## src/rtl/dac_wr_pkg.sv

```systemverilog
package dac_wr_pkg;
  typedef enum logic [1:0] {WS_NONE = 2'd0, WS_1 = 2'd1, WS_2 = 2'd2, WS_3 = 2'd3} ws_e;
  typedef enum logic [1:0] {RX_NONE = 2'd0, RX_SD2 = 2'd1, RX_SD3 = 2'd2, RX_RSV = 2'd3} rx_e;

  typedef struct packed {
    logic       eos;
    logic       sib;
    rx_e        rx;
    logic       xmit;
    logic [1:0] fifo_byte;
    ws_e        ws;
  } slot_rec_t;

  localparam int SLOT_REC_W = $bits(slot_rec_t);
  localparam int SLOT_IDX_W = 3;
  localparam int PKT_W      = 32;

  localparam logic [SLOT_IDX_W-1:0] FIRST_SLOT = 3'd2;
  localparam logic [SLOT_IDX_W-1:0] PAD_SLOT   = 3'd4;
  localparam logic [SLOT_IDX_W-1:0] LAST_SLOT  = 3'd5;

  function automatic slot_rec_t mk_rec(logic eos, logic sib, rx_e rx, logic xmit,
                                       logic [1:0] fb, ws_e ws);
    slot_rec_t r;
    r.eos = eos; r.sib = sib; r.rx = rx; r.xmit = xmit; r.fifo_byte = fb; r.ws = ws;
    return r;
  endfunction

  // logical trim channel -> physical trim address
  function automatic logic [3:0] trim_phys(logic [3:0] lch);
    case (lch)
      4'd0:    trim_phys = 4'd10;
      4'd1:    trim_phys = 4'd9;
      4'd2:    trim_phys = 4'd8;
      4'd3:    trim_phys = 4'd3;
      4'd4:    trim_phys = 4'd2;
      4'd5:    trim_phys = 4'd7;
      4'd6:    trim_phys = 4'd6;
      4'd7:    trim_phys = 4'd1;
      4'd8:    trim_phys = 4'd0;
      4'd9:    trim_phys = 4'd5;
      4'd10:   trim_phys = 4'd4;
      default: trim_phys = 4'd0;
    endcase
  endfunction
endpackage

```

## src/rtl/dac_cmd_fmt.sv

```systemverilog
module dac_cmd_fmt
  import dac_wr_pkg::*;
#(
  parameter int SETPT_W = 16,
  parameter int MAG_W   = 13,
  parameter int MCH_W   = 2,
  parameter int N_TRIM  = 11,
  parameter int TCH_W   = 4,
  parameter int TRIM_W  = 8
) (
  input  logic               trim_i,
  input  logic [MCH_W-1:0]   main_chan_i,
  input  logic [SETPT_W-1:0] main_value_i,
  input  logic [TCH_W-1:0]   trim_chan_i,
  input  logic [TRIM_W-1:0]  trim_value_i,
  input  logic [(1<<MCH_W)-1:0] pol_cur_i,
  output logic [(1<<MCH_W)-1:0] pol_next_o,
  output logic [PKT_W-1:0]   pkt_o,
  output ws_e                ws_tgt_o,
  output ws_e                ws_pad_o,
  output logic               trim_bad_o
);
  localparam logic [SETPT_W:0] ABS_MAX  = (SETPT_W+1)'((1 << MAG_W) - 1);
  localparam logic [SETPT_W:0] ONE      = (SETPT_W+1)'(1);
  localparam logic [PKT_W-1:0] PAD_WORD = 32'h0F00_0000;
  localparam logic [PKT_W-1:0] CTL_BIT  = 32'h0000_4000;
  localparam int               ADDR_BIT = 15;
  localparam logic [TCH_W-1:0] TRIM_MAX = TCH_W'(N_TRIM - 1);

  logic             neg;
  logic [SETPT_W:0] ext, absv;
  logic [MAG_W-1:0] mag;
  logic [3:0]       phys;

  assign neg  = main_value_i[SETPT_W-1];
  assign ext  = {main_value_i[SETPT_W-1], main_value_i};
  assign absv = neg ? (~ext + ONE) : ext;
  assign mag  = (absv > ABS_MAX) ? ABS_MAX[MAG_W-1:0] : absv[MAG_W-1:0];
  assign phys = trim_phys(4'(trim_chan_i));

  assign trim_bad_o = trim_chan_i > TRIM_MAX;

  always_comb begin
    pol_next_o = pol_cur_i;
    if (!trim_i) pol_next_o[main_chan_i] = neg;
  end

  always_comb begin
    if (trim_i) begin
      pkt_o    = (PKT_W'(phys) << TRIM_W) | PKT_W'(trim_value_i);
      ws_tgt_o = WS_3;
      ws_pad_o = WS_1;
    end else begin
      pkt_o    = PAD_WORD | CTL_BIT | (PKT_W'(main_chan_i[0]) << ADDR_BIT) | PKT_W'(mag);
      ws_tgt_o = main_chan_i[1] ? WS_1 : WS_2;
      ws_pad_o = WS_3;
    end
  end
endmodule

```

## src/rtl/dac_trim_store.sv

```systemverilog
module dac_trim_store #(
  parameter int N_TRIM = 11,
  parameter int TCH_W  = 4,
  parameter int TRIM_W = 8
) (
  input  logic              clk_i,
  input  logic              rst_ni,
  input  logic              we_i,
  input  logic [TCH_W-1:0]  wchan_i,
  input  logic [TRIM_W-1:0] wdata_i,
  input  logic [TCH_W-1:0]  rchan_i,
  output logic [TRIM_W-1:0] rdata_o
);
  logic [TRIM_W-1:0] val_q [N_TRIM];

  for (genvar g = 0; g < N_TRIM; g++) begin : g_ent
    always_ff @(posedge clk_i or negedge rst_ni) begin
      if (!rst_ni)                               val_q[g] <= '0;
      else if (we_i && wchan_i == TCH_W'(g))     val_q[g] <= wdata_i;
    end
  end

  always_comb begin
    rdata_o = '0;
    for (int i = 0; i < N_TRIM; i++)
      if (rchan_i == TCH_W'(i)) rdata_o = val_q[i];
  end
endmodule

```

## src/rtl/dac_send_seq.sv

```systemverilog
module dac_send_seq
  import dac_wr_pkg::*;
(
  input  logic                  clk_i,
  input  logic                  rst_ni,
  input  logic                  start_i,
  input  ws_e                   ws_tgt_i,
  input  ws_e                   ws_pad_i,
  input  logic                  underflow_i,
  input  logic [7:0]            fb_msb_i,
  output logic                  busy_o,
  output logic                  slot_wr_o,
  output logic [SLOT_IDX_W-1:0] slot_idx_o,
  output slot_rec_t             slot_rec_o,
  output logic                  pol_wr_o,
  output logic                  fifo_wr_o,
  output logic                  flag_clr_o
);
  typedef enum logic [3:0] {
    ST_IDLE, ST_SLOTS, ST_POL, ST_FIFO, ST_CLR, ST_REL,
    ST_WUF, ST_ARM, ST_CHK, ST_WZ, ST_FIN, ST_WNZ
  } st_e;

  st_e                   st_q, st_d;
  logic [SLOT_IDX_W-1:0] cnt_q, cnt_d;
  logic                  fb_set;

  assign fb_set = |fb_msb_i;
  assign busy_o = st_q != ST_IDLE;

  always_ff @(posedge clk_i or negedge rst_ni) begin
    if (!rst_ni) begin
      st_q  <= ST_IDLE;
      cnt_q <= FIRST_SLOT;
    end else begin
      st_q  <= st_d;
      cnt_q <= cnt_d;
    end
  end

  always_comb begin
    st_d       = st_q;
    cnt_d      = cnt_q;
    slot_wr_o  = 1'b0;
    slot_idx_o = '0;
    slot_rec_o = '0;
    pol_wr_o   = 1'b0;
    fifo_wr_o  = 1'b0;
    flag_clr_o = 1'b0;
    unique case (st_q)
      ST_IDLE: begin
        cnt_d = FIRST_SLOT;
        if (start_i) st_d = ST_SLOTS;
      end
      ST_SLOTS: begin
        slot_wr_o  = 1'b1;
        slot_idx_o = cnt_q;
        // FIFO byte order 1,0,3,2 for slots 2..5
        slot_rec_o = mk_rec(cnt_q == LAST_SLOT, 1'b0, RX_NONE, 1'b1,
                            {cnt_q[2], ~cnt_q[0]},
                            (cnt_q < PAD_SLOT) ? ws_tgt_i : ws_pad_i);
        cnt_d = cnt_q + 1'b1;
        if (cnt_q == LAST_SLOT) st_d = ST_POL;
      end
      ST_POL:  begin pol_wr_o   = 1'b1; st_d = ST_FIFO; end
      ST_FIFO: begin fifo_wr_o  = 1'b1; st_d = ST_CLR;  end
      ST_CLR:  begin flag_clr_o = 1'b1; st_d = ST_REL;  end
      ST_REL: begin
        slot_wr_o  = 1'b1;
        slot_rec_o = mk_rec(1'b0, 1'b1, RX_SD3, 1'b1, 2'd0, WS_NONE);
        st_d       = ST_WUF;
      end
      ST_WUF: if (underflow_i) st_d = ST_ARM;
      ST_ARM: begin
        slot_wr_o  = 1'b1;
        slot_rec_o = mk_rec(1'b1, 1'b1, RX_SD2, 1'b1, 2'd2, WS_NONE);
        st_d       = ST_CHK;
      end
      ST_CHK: st_d = fb_set ? ST_WZ : ST_FIN;
      ST_WZ:  if (!fb_set) st_d = ST_FIN;
      ST_FIN: begin
        slot_wr_o  = 1'b1;
        slot_rec_o = mk_rec(1'b1, 1'b1, RX_SD3, 1'b0, 2'd0, WS_NONE);
        st_d       = ST_WNZ;
      end
      ST_WNZ: if (fb_set) st_d = ST_IDLE;
      default: st_d = ST_IDLE;
    endcase
  end
endmodule

```

## src/rtl/dac_wr_ctrl.sv

```systemverilog
module dac_wr_ctrl
  import dac_wr_pkg::*;
#(
  parameter int SETPT_W = 16,
  parameter int MAG_W   = 13,
  parameter int MCH_W   = 2,
  parameter int N_TRIM  = 11,
  parameter int TCH_W   = 4,
  parameter int TRIM_W  = 8,
  localparam int N_MAIN = 1 << MCH_W
) (
  input  logic                  clk_i,
  input  logic                  rst_ni,
  input  logic                  cmd_valid_i,
  output logic                  cmd_ready_o,
  input  logic                  cmd_trim_i,
  input  logic [MCH_W-1:0]      main_chan_i,
  input  logic [SETPT_W-1:0]    main_value_i,
  input  logic [TCH_W-1:0]      trim_chan_i,
  input  logic [TRIM_W-1:0]     trim_value_i,
  output logic                  busy_o,
  output logic                  err_o,
  output logic                  pol_wr_o,
  output logic [N_MAIN-1:0]     pol_o,
  output logic                  slot_wr_o,
  output logic [SLOT_IDX_W-1:0] slot_idx_o,
  output logic [SLOT_REC_W-1:0] slot_rec_o,
  output logic                  fifo_wr_o,
  output logic [PKT_W-1:0]      fifo_data_o,
  output logic                  flag_clr_o,
  input  logic                  underflow_i,
  input  logic [7:0]            fb_msb_i,
  input  logic [TCH_W-1:0]      rd_chan_i,
  output logic [TRIM_W-1:0]     rd_data_o
);
  logic              accept, bad, start;
  logic [N_MAIN-1:0] pol_q, pol_next;
  logic [PKT_W-1:0]  pkt_q, pkt_d;
  ws_e               ws_tgt_q, ws_pad_q, ws_tgt_d, ws_pad_d;
  logic              trim_bad, err_q;
  slot_rec_t         rec;

  dac_cmd_fmt #(
    .SETPT_W(SETPT_W), .MAG_W(MAG_W), .MCH_W(MCH_W),
    .N_TRIM(N_TRIM), .TCH_W(TCH_W), .TRIM_W(TRIM_W)
  ) u_fmt (
    .trim_i      (cmd_trim_i),
    .main_chan_i (main_chan_i),
    .main_value_i(main_value_i),
    .trim_chan_i (trim_chan_i),
    .trim_value_i(trim_value_i),
    .pol_cur_i   (pol_q),
    .pol_next_o  (pol_next),
    .pkt_o       (pkt_d),
    .ws_tgt_o    (ws_tgt_d),
    .ws_pad_o    (ws_pad_d),
    .trim_bad_o  (trim_bad)
  );

  assign cmd_ready_o = ~busy_o;
  assign accept      = cmd_valid_i & cmd_ready_o;
  assign bad         = cmd_trim_i & trim_bad;
  assign start       = accept & ~bad;

  always_ff @(posedge clk_i or negedge rst_ni) begin
    if (!rst_ni) begin
      pol_q    <= '0;
      pkt_q    <= '0;
      ws_tgt_q <= WS_NONE;
      ws_pad_q <= WS_NONE;
      err_q    <= 1'b0;
    end else begin
      err_q <= accept & bad;
      if (start) begin
        pol_q    <= pol_next;
        pkt_q    <= pkt_d;
        ws_tgt_q <= ws_tgt_d;
        ws_pad_q <= ws_pad_d;
      end
    end
  end

  dac_send_seq u_seq (
    .clk_i      (clk_i),
    .rst_ni     (rst_ni),
    .start_i    (start),
    .ws_tgt_i   (ws_tgt_q),
    .ws_pad_i   (ws_pad_q),
    .underflow_i(underflow_i),
    .fb_msb_i   (fb_msb_i),
    .busy_o     (busy_o),
    .slot_wr_o  (slot_wr_o),
    .slot_idx_o (slot_idx_o),
    .slot_rec_o (rec),
    .pol_wr_o   (pol_wr_o),
    .fifo_wr_o  (fifo_wr_o),
    .flag_clr_o (flag_clr_o)
  );

  dac_trim_store #(.N_TRIM(N_TRIM), .TCH_W(TCH_W), .TRIM_W(TRIM_W)) u_store (
    .clk_i  (clk_i),
    .rst_ni (rst_ni),
    .we_i   (start & cmd_trim_i),
    .wchan_i(trim_chan_i),
    .wdata_i(trim_value_i),
    .rchan_i(rd_chan_i),
    .rdata_o(rd_data_o)
  );

  assign slot_rec_o  = rec;
  assign pol_o       = pol_q;
  assign fifo_data_o = pkt_q;
  assign err_o       = err_q;
endmodule

```

## config.mk

```make
export PLATFORM = sky130hd
export DESIGN_NAME = dac_wr_ctrl
export DESIGN_NICKNAME = d
export VERILOG_FILES = /design/src/rtl/dac_wr_pkg.sv /design/src/rtl/dac_cmd_fmt.sv /design/src/rtl/dac_trim_store.sv /design/src/rtl/dac_send_seq.sv /design/src/rtl/dac_wr_ctrl.sv
export SDC_FILE = /design/constraint.sdc
export NUM_CORES = 1
export LEC_CHECK = 0
export ABC_CLOCK_PERIOD_IN_PS = 1860
export CAP_MARGIN = 40
export CELL_PAD_IN_SITES_DETAIL_PLACEMENT = 1
export CELL_PAD_IN_SITES_GLOBAL_PLACEMENT = 1
export CORE_ASPECT_RATIO = 0.5
export CORE_MARGIN = 5
export CORE_UTILIZATION = 39
export CTS_BUF_LIST = sky130_fd_sc_hd__clkbuf_4
export DETAILED_ROUTE_END_ITERATION = 8
export GPL_ROUTABILITY_DRIVEN = 0
export HOLD_SLACK_MARGIN = 0.12
export PLACE_DENSITY = 0.77
export SKIP_LAST_GASP = 1
export SYNTH_ARGS = -nofsm -noshare
export SYNTH_HDL_FRONTEND = slang
export SYNTH_SLANG_ARGS = --single-unit
```

## constraint.sdc

```tcl
create_clock -name clk_i -period 1.86 [get_ports clk_i]
set_input_delay 0.279 -clock clk_i [delete_from_list [all_inputs] [get_ports clk_i]]
set_output_delay 0.279 -clock clk_i [all_outputs]
set_load 0.1 [all_outputs]
```

Word-level counts from Yosys, hierarchy flattened
Memory sizes are Yosys's and may differ from the RTL's.
Cells that the tools add are included.
- register bits: 136
- memory bits (read-only): 64
- input port bits: 47
- output and inout bits: 63
- logic and storage cells: 131
- memories: 1
- memories (name ; words ; bits a word ; read ports ; clocked after Yosys merged registers in ; write ports ; line ; RTL):
    (no name shown) ; 16 ; 4 ; 1 ; 0 ; 0 ; dac_wr_pkg.sv:31 ; case (lch)
- add/subtract/negate cells: 2
- magnitude comparators: 5
- equal/unequal tests: 37
- mux-type cells: 35
- bitwise logic cells: 12
- reduce and logical (&&, ||, !) cells: 21
- operator list (kind ; number):
    $mux 8 ; 11
    $eq 4x3->1 const B ; 12
    $pmux 4 s12 ; 1
    $eq 4x4->1 const B ; 10
    $pmux 9 s4 ; 1
    $mux 32 ; 1
    $or 28x13->28 ; 1
    $eq 4x2->1 const B ; 6
    $mux 4 ; 5
    $add 17x1->17 const B ; 1
    $gt 17x13->1 const B ; 1
    $mux 17 ; 1
    $not 17->17 ; 1
    $mux 13 ; 1
    $eq 4x1->1 const B ; 3
    $logic_and 1x1->1 ; 12
    $logic_not 4->1 ; 3
    $or 12x8->12 ; 1
    $mux 2 ; 5
    $reduce_or 8->1 ; 1
    $ne 2x2->1 const B ; 3
    $pmux 3 s2 ; 1
    $and 1x1->1 ; 5
    $mux 1 ; 5
    other kinds (16) ; 20

Logic depth before layout (Yosys ltp)
- depth after elaboration: 12
- mapped depth: 8
- gate-level depth less buffers: 7

Hierarchy
From an unflattened synthesis, not the netlist that was laid out.
- cell total of the unflattened synthesis: 606
- area, all modules: 7427.1 µm²
- by module, submodules not included (module ; times used ; cells an instance ; area each (µm²) ; seq. area each (µm²)):
    dac_trim_store ; 1 ; 308 ; 4209.0 ; 2202.1
    dac_wr_ctrl ; 1 ; 93 ; 1717.9 ; 1026.0
    dac_cmd_fmt ; 1 ; 128 ; 890.9 ; 0.0
    dac_send_seq ; 1 ; 77 ; 609.3 ; 176.4

Worst setup path after synthesis
Ideal clock, no wire load.
- path kind: reg-to-output
- from: reg u_seq.st_q[2]
- to: out slot_wr_o
- data arrival time: 3944 ps
- data required time: 1581 ps
- slack: -2363 ps
- cell stages (with the launch flop): 5
- path buffers: 1
- path through: dfrtp_1 -> clkbuf_1 -> inv_1 -> a211oi_1 -> nand2b_1
- cells in the longest elaborated chain, start to end: 3
- elaborated cells on any way between the ends: 6
- classes of those cells: 4 x eq/ne; 1 x mux; 1 x reduce/logical
- RTL lines (what ; line ; RTL):
    start, declared ; dac_send_seq.sv:24 ; st_e st_q, st_d;
    start signal, assigned ; dac_send_seq.sv:36 ; st_q <= st_d;
    $eq 4x3->1 (tied with other cells) ; dac_send_seq.sv:50 ; unique case (st_q)
    $reduce_or 4->1 (no source line) * ; - ;
    $mux 1 * ; dac_send_seq.sv:50 ;
    end, declared ; dac_wr_ctrl.sv:25 ; output logic slot_wr_o,
Every way passes the cells marked *; elsewhere a longest branch is shown, timed or not.

Final worst setup path
- from: reg u_store.val_q[76] (netlist name)
- to: out rd_data_o[4]
- cells in the longest elaborated chain, start to end: 10
- RTL lines (what ; line ; RTL):
    start, declared ; dac_trim_store.sv:14 ; logic [TRIM_W-1:0] val_q [N_TRIM];
    start signal, assigned by index ; dac_trim_store.sv:19 ; else if (we_i && wchan_i == TCH_W'(g)) val_q[g] <= wdata_i;
    $mux 8 (10 in series) ; dac_trim_store.sv:26 ; if (rchan_i == TCH_W'(i)) rdata_o = val_q[i];
    end, declared ; dac_wr_ctrl.sv:34 ; output logic [TRIM_W-1:0] rd_data_o
No other way between the ends.

==> flow_summary.toml <==
[synth]
ys_ff_latch = 118
syn_inst = 612
yosysTopAreaCell = "dfrtp_1"
avgSynthCellArea_um2 = 10.8
synth_top_flop_cell = "dfrtp_1"
synth.top_cell.area_share_pct = 44.3
synth_area_leaders = "dfrtp_1 44%, mux2_2 16%, mux2i_1 2.9%"
ys_warn_count = 0
syn_area_mm2 = 0.00662
synthArstFlopShare_pct = 100
yosysUniqueCellTypes = 63
seq_area_frac_synth_pct = 44.6
synth_edf_count = 0

[floorplanning]
die_area_mm2 = 0.0198
die-height_um = 102
die-width_um = 194
ios = 110
start_util_pct = 40.1
core-area_mm2 = 0.0165
rows = 33

[drt]
first_iter_violations = 462
ant_nets = 0
vias_per_cell = 5.77
wirelength_um = 28800
drc = 0
first_pass_iters = 5
num_vias = 6146
routedWlPerCell_um = 27.0

[setup_path]
start_kind = "flop"
arrival_ns = 2.45
critical_path_class = "reg -> out"
required_ns = 1.58
crit_fanout = 2
worstSetupEndpointType = "primary output"

[final_layout]
drive_gt1_share_pct = 51.6
stdcell_area_mm2 = 0.0105
num_antenna_cells = 0
stdcell_count = 1065
fin_util_pct = 63.3
fillCellCount = 1643
fin_nets = 881
area_growth_pct = 58.0

[clock_network]
cts_buffers = 17
cts_root_buf = "clkbuf_4"
insertion_delay_ns = 0.55
clk_path_buf_depth = 2
cts-htree-levels = 4
cts_tree = "yes"
clk_pin_slew_worst_paths_ns = 0.12
cts.sinks = 118

[outcome]
status = "finished, violations left"
violations = "negative setup slack"

[power_and_ir_drop]
power_density_mw_per_mm2 = 1500
p_leak_uw = 0.00466
peakVddDrop_v = 0.00126

[global_routing]
antenna_found_initial = 1
grt_max_degree = 33
grt_pass1_vias = 6922
grt_pass1_wl_um = 43000
overflow = 0
track_usage_pct = 28.6

[hold_path]
hp-class = "in -> async"

[timing]
rsz0062_at_grt = "true"
finalHoldViolations = 0
fin_skew_ns = 0.0219
finalMaxSlewViolations = 0
setup_viol_count_final = 136
hold_slack_ns = 0.235
min_period_ns = 2.73
post-route-period-util_pct = 147
finalWorstSetupSlack_ns = -0.871
tightest_slew_ns = 0.670
slew_headroom_pct = 55.2
fmax_mhz = 366

[job]
maxCapViolCount = 0

[placement]
port_buffers = 96
dp.cells = 998
dpl_cell_area_mm2 = 0.00933
pre_cts_ws_ns = -0.857
hpwl_um = 16900
[metrics by stage]
| stage | total power, uW | setup TNS, ns |
|---|---|---|
| 2_1_floorplan | 9450 | -60.01 |
| 3_3_place_gp | 11900 | -38.88 |
| 3_5_place_dp | 12100 | -47.09 |
| 4_1_cts | 15100 | -34.27 |
| 5_1_grt | 16100 | -47.97 |
| 6_report | 15700 | -43.99 |
[area by class of cell]
class | instances | area (um2) | share of cell area, %
tap | 227 | 284 | 2.72
sequential | 118 | 2950 | 28.3
clock inverter | 14 | 161 | 1.54
inverter | 29 | 129 | 1.23
timing repair buffer | 240 | 2600 | 24.9
multi-input combinational | 420 | 4200 | 40.1
clock buffer | 17 | 128 | 1.22
[registers in the layout, summed over array words and instances (netlist names)]
signal,cells
u_store.val_q,88
fifo_data_o,15
ws_tgt_q,2
u_seq.st_q,4
err_o,1
pol_o,4
ws_pad_q,1
u_seq.cnt_q,3
[worst paths after layout]
check                                          to  depth (start not counted)  slack, ns         startpoint
worst min-delay path              fifo_data_o[11]                          2       0.24             rst_ni
worst min register to register  u_store.val_q[85]                          1       0.52  u_store.val_q[85]
worst max-delay path                 rd_data_o[4]                          6      -0.87  u_store.val_q[76]
worst max register to register           pol_o[1]                          8      -0.35      u_seq.st_q[1]
min in group clk_i                 fifo_data_o[0]                          4       0.45    main_value_i[0]
max in group asynchronous       u_store.val_q[87]                          3       0.91             rst_ni
[cell usage after synthesis (all sizes together) (2+ instances only)]
library cell  instances
a21boi                2
o22ai                16
inv                  28
o41ai                 4
nand3                16
o21ai                19
nor4                  4
nor2b                 6
nor3                 21
or3                   3
nor3b                 2
mux2i                19
a221o                 7
a31oi                 3
nand2b               20
o21a                  8
buf                  29
xnor2                 6
o31ai                 6
or4                   5
a21oi                20
or2                   2
a211oi               10
xor2                  8
nand2                31
clkbuf               28
or3b                  2
dfrtp               117
and2                  4
ha                    8
mux2                100
nor2                 26
a221oi               14
[metal layers]
| layer | wire, um | global-route usage, % | up-vias |
|---|---|---|---|
| li1 | - | - | 2619 |
| met1 | 12200 | 34.7 | 3172 |
| met2 | 14000 | 50.0 | 264 |
| met3 | 1420 | 6.03 | 91 |
| met4 | 1180 | 13.0 | 0 |
| met5 | 0 | 0 | - |
[cell families (layout without fill, tap and decap cells)]
logic type	after synthesis	count (layout)	share of synthesized area, %
other	1	13	0.0567
buffers and inverters	86	300	6.05
AO/OA/AOI/OAI	118	118	12.7
flip-flops	118	118	44.6
AND/OR/NAND/NOR	147	147	13.0
adder cells (fa/ha/maj)	8	8	1.51
XOR/XNOR	14	14	1.85
multiplexers	120	120	20.2
[cells in the final DEF, fill, tap and decap left out, drive strengths merged, types with 10 or more instances in the layout]
cell type | synthesis | layout
nand3 | 16 | 16
nor3 | 21 | 21
nor2 | 26 | 26
dfrtp | 117 | 117
nand2b | 20 | 20
inv | 28 | 26
a21oi | 20 | 20
mux2 | 100 | 100
a211oi | 10 | 10
clkbuf | 28 | 17
buf | 29 | 194
o22ai | 16 | 16
a221oi | 14 | 14
mux2i | 19 | 19
o21ai | 19 | 19
nand2 | 31 | 31
conb | 1 | 13
clkdlybuf4s50 | 0 | 43
[worst max-delay path: stages (launching register included)]
cell and delay (ns):
dfrtp_1 0.40, inv_2 0.06, a221oi_2 0.24, o21ai_1 0.13, a221o_2 0.47, a221oi_4 0.37, buf_12 0.22
[where the power goes]
| group | total, uW | switching (uW) | internal [uW] | leakage (uW) |
|---|---|---|---|---|
| sequential | 3990 | 692 | 3290 | 0.00156 |
| combinational | 9640 | 6050 | 3590 | 0.00295 |
| clock | 2030 | 1120 | 911 | 0.000147 |
| total | 15700 | 7860 | 7800 | 0.00466 |
[what timing repair did]
action,CTS,global route
setup endpoints to repair,134,138
setup buffers,31,6
hold buffers,1,0
pin swaps,32,18
cloned,2,0
resized for setup,108,22
hold endpoints to repair,92,0
Note: power is estimated with default switching activity, not from simulation.
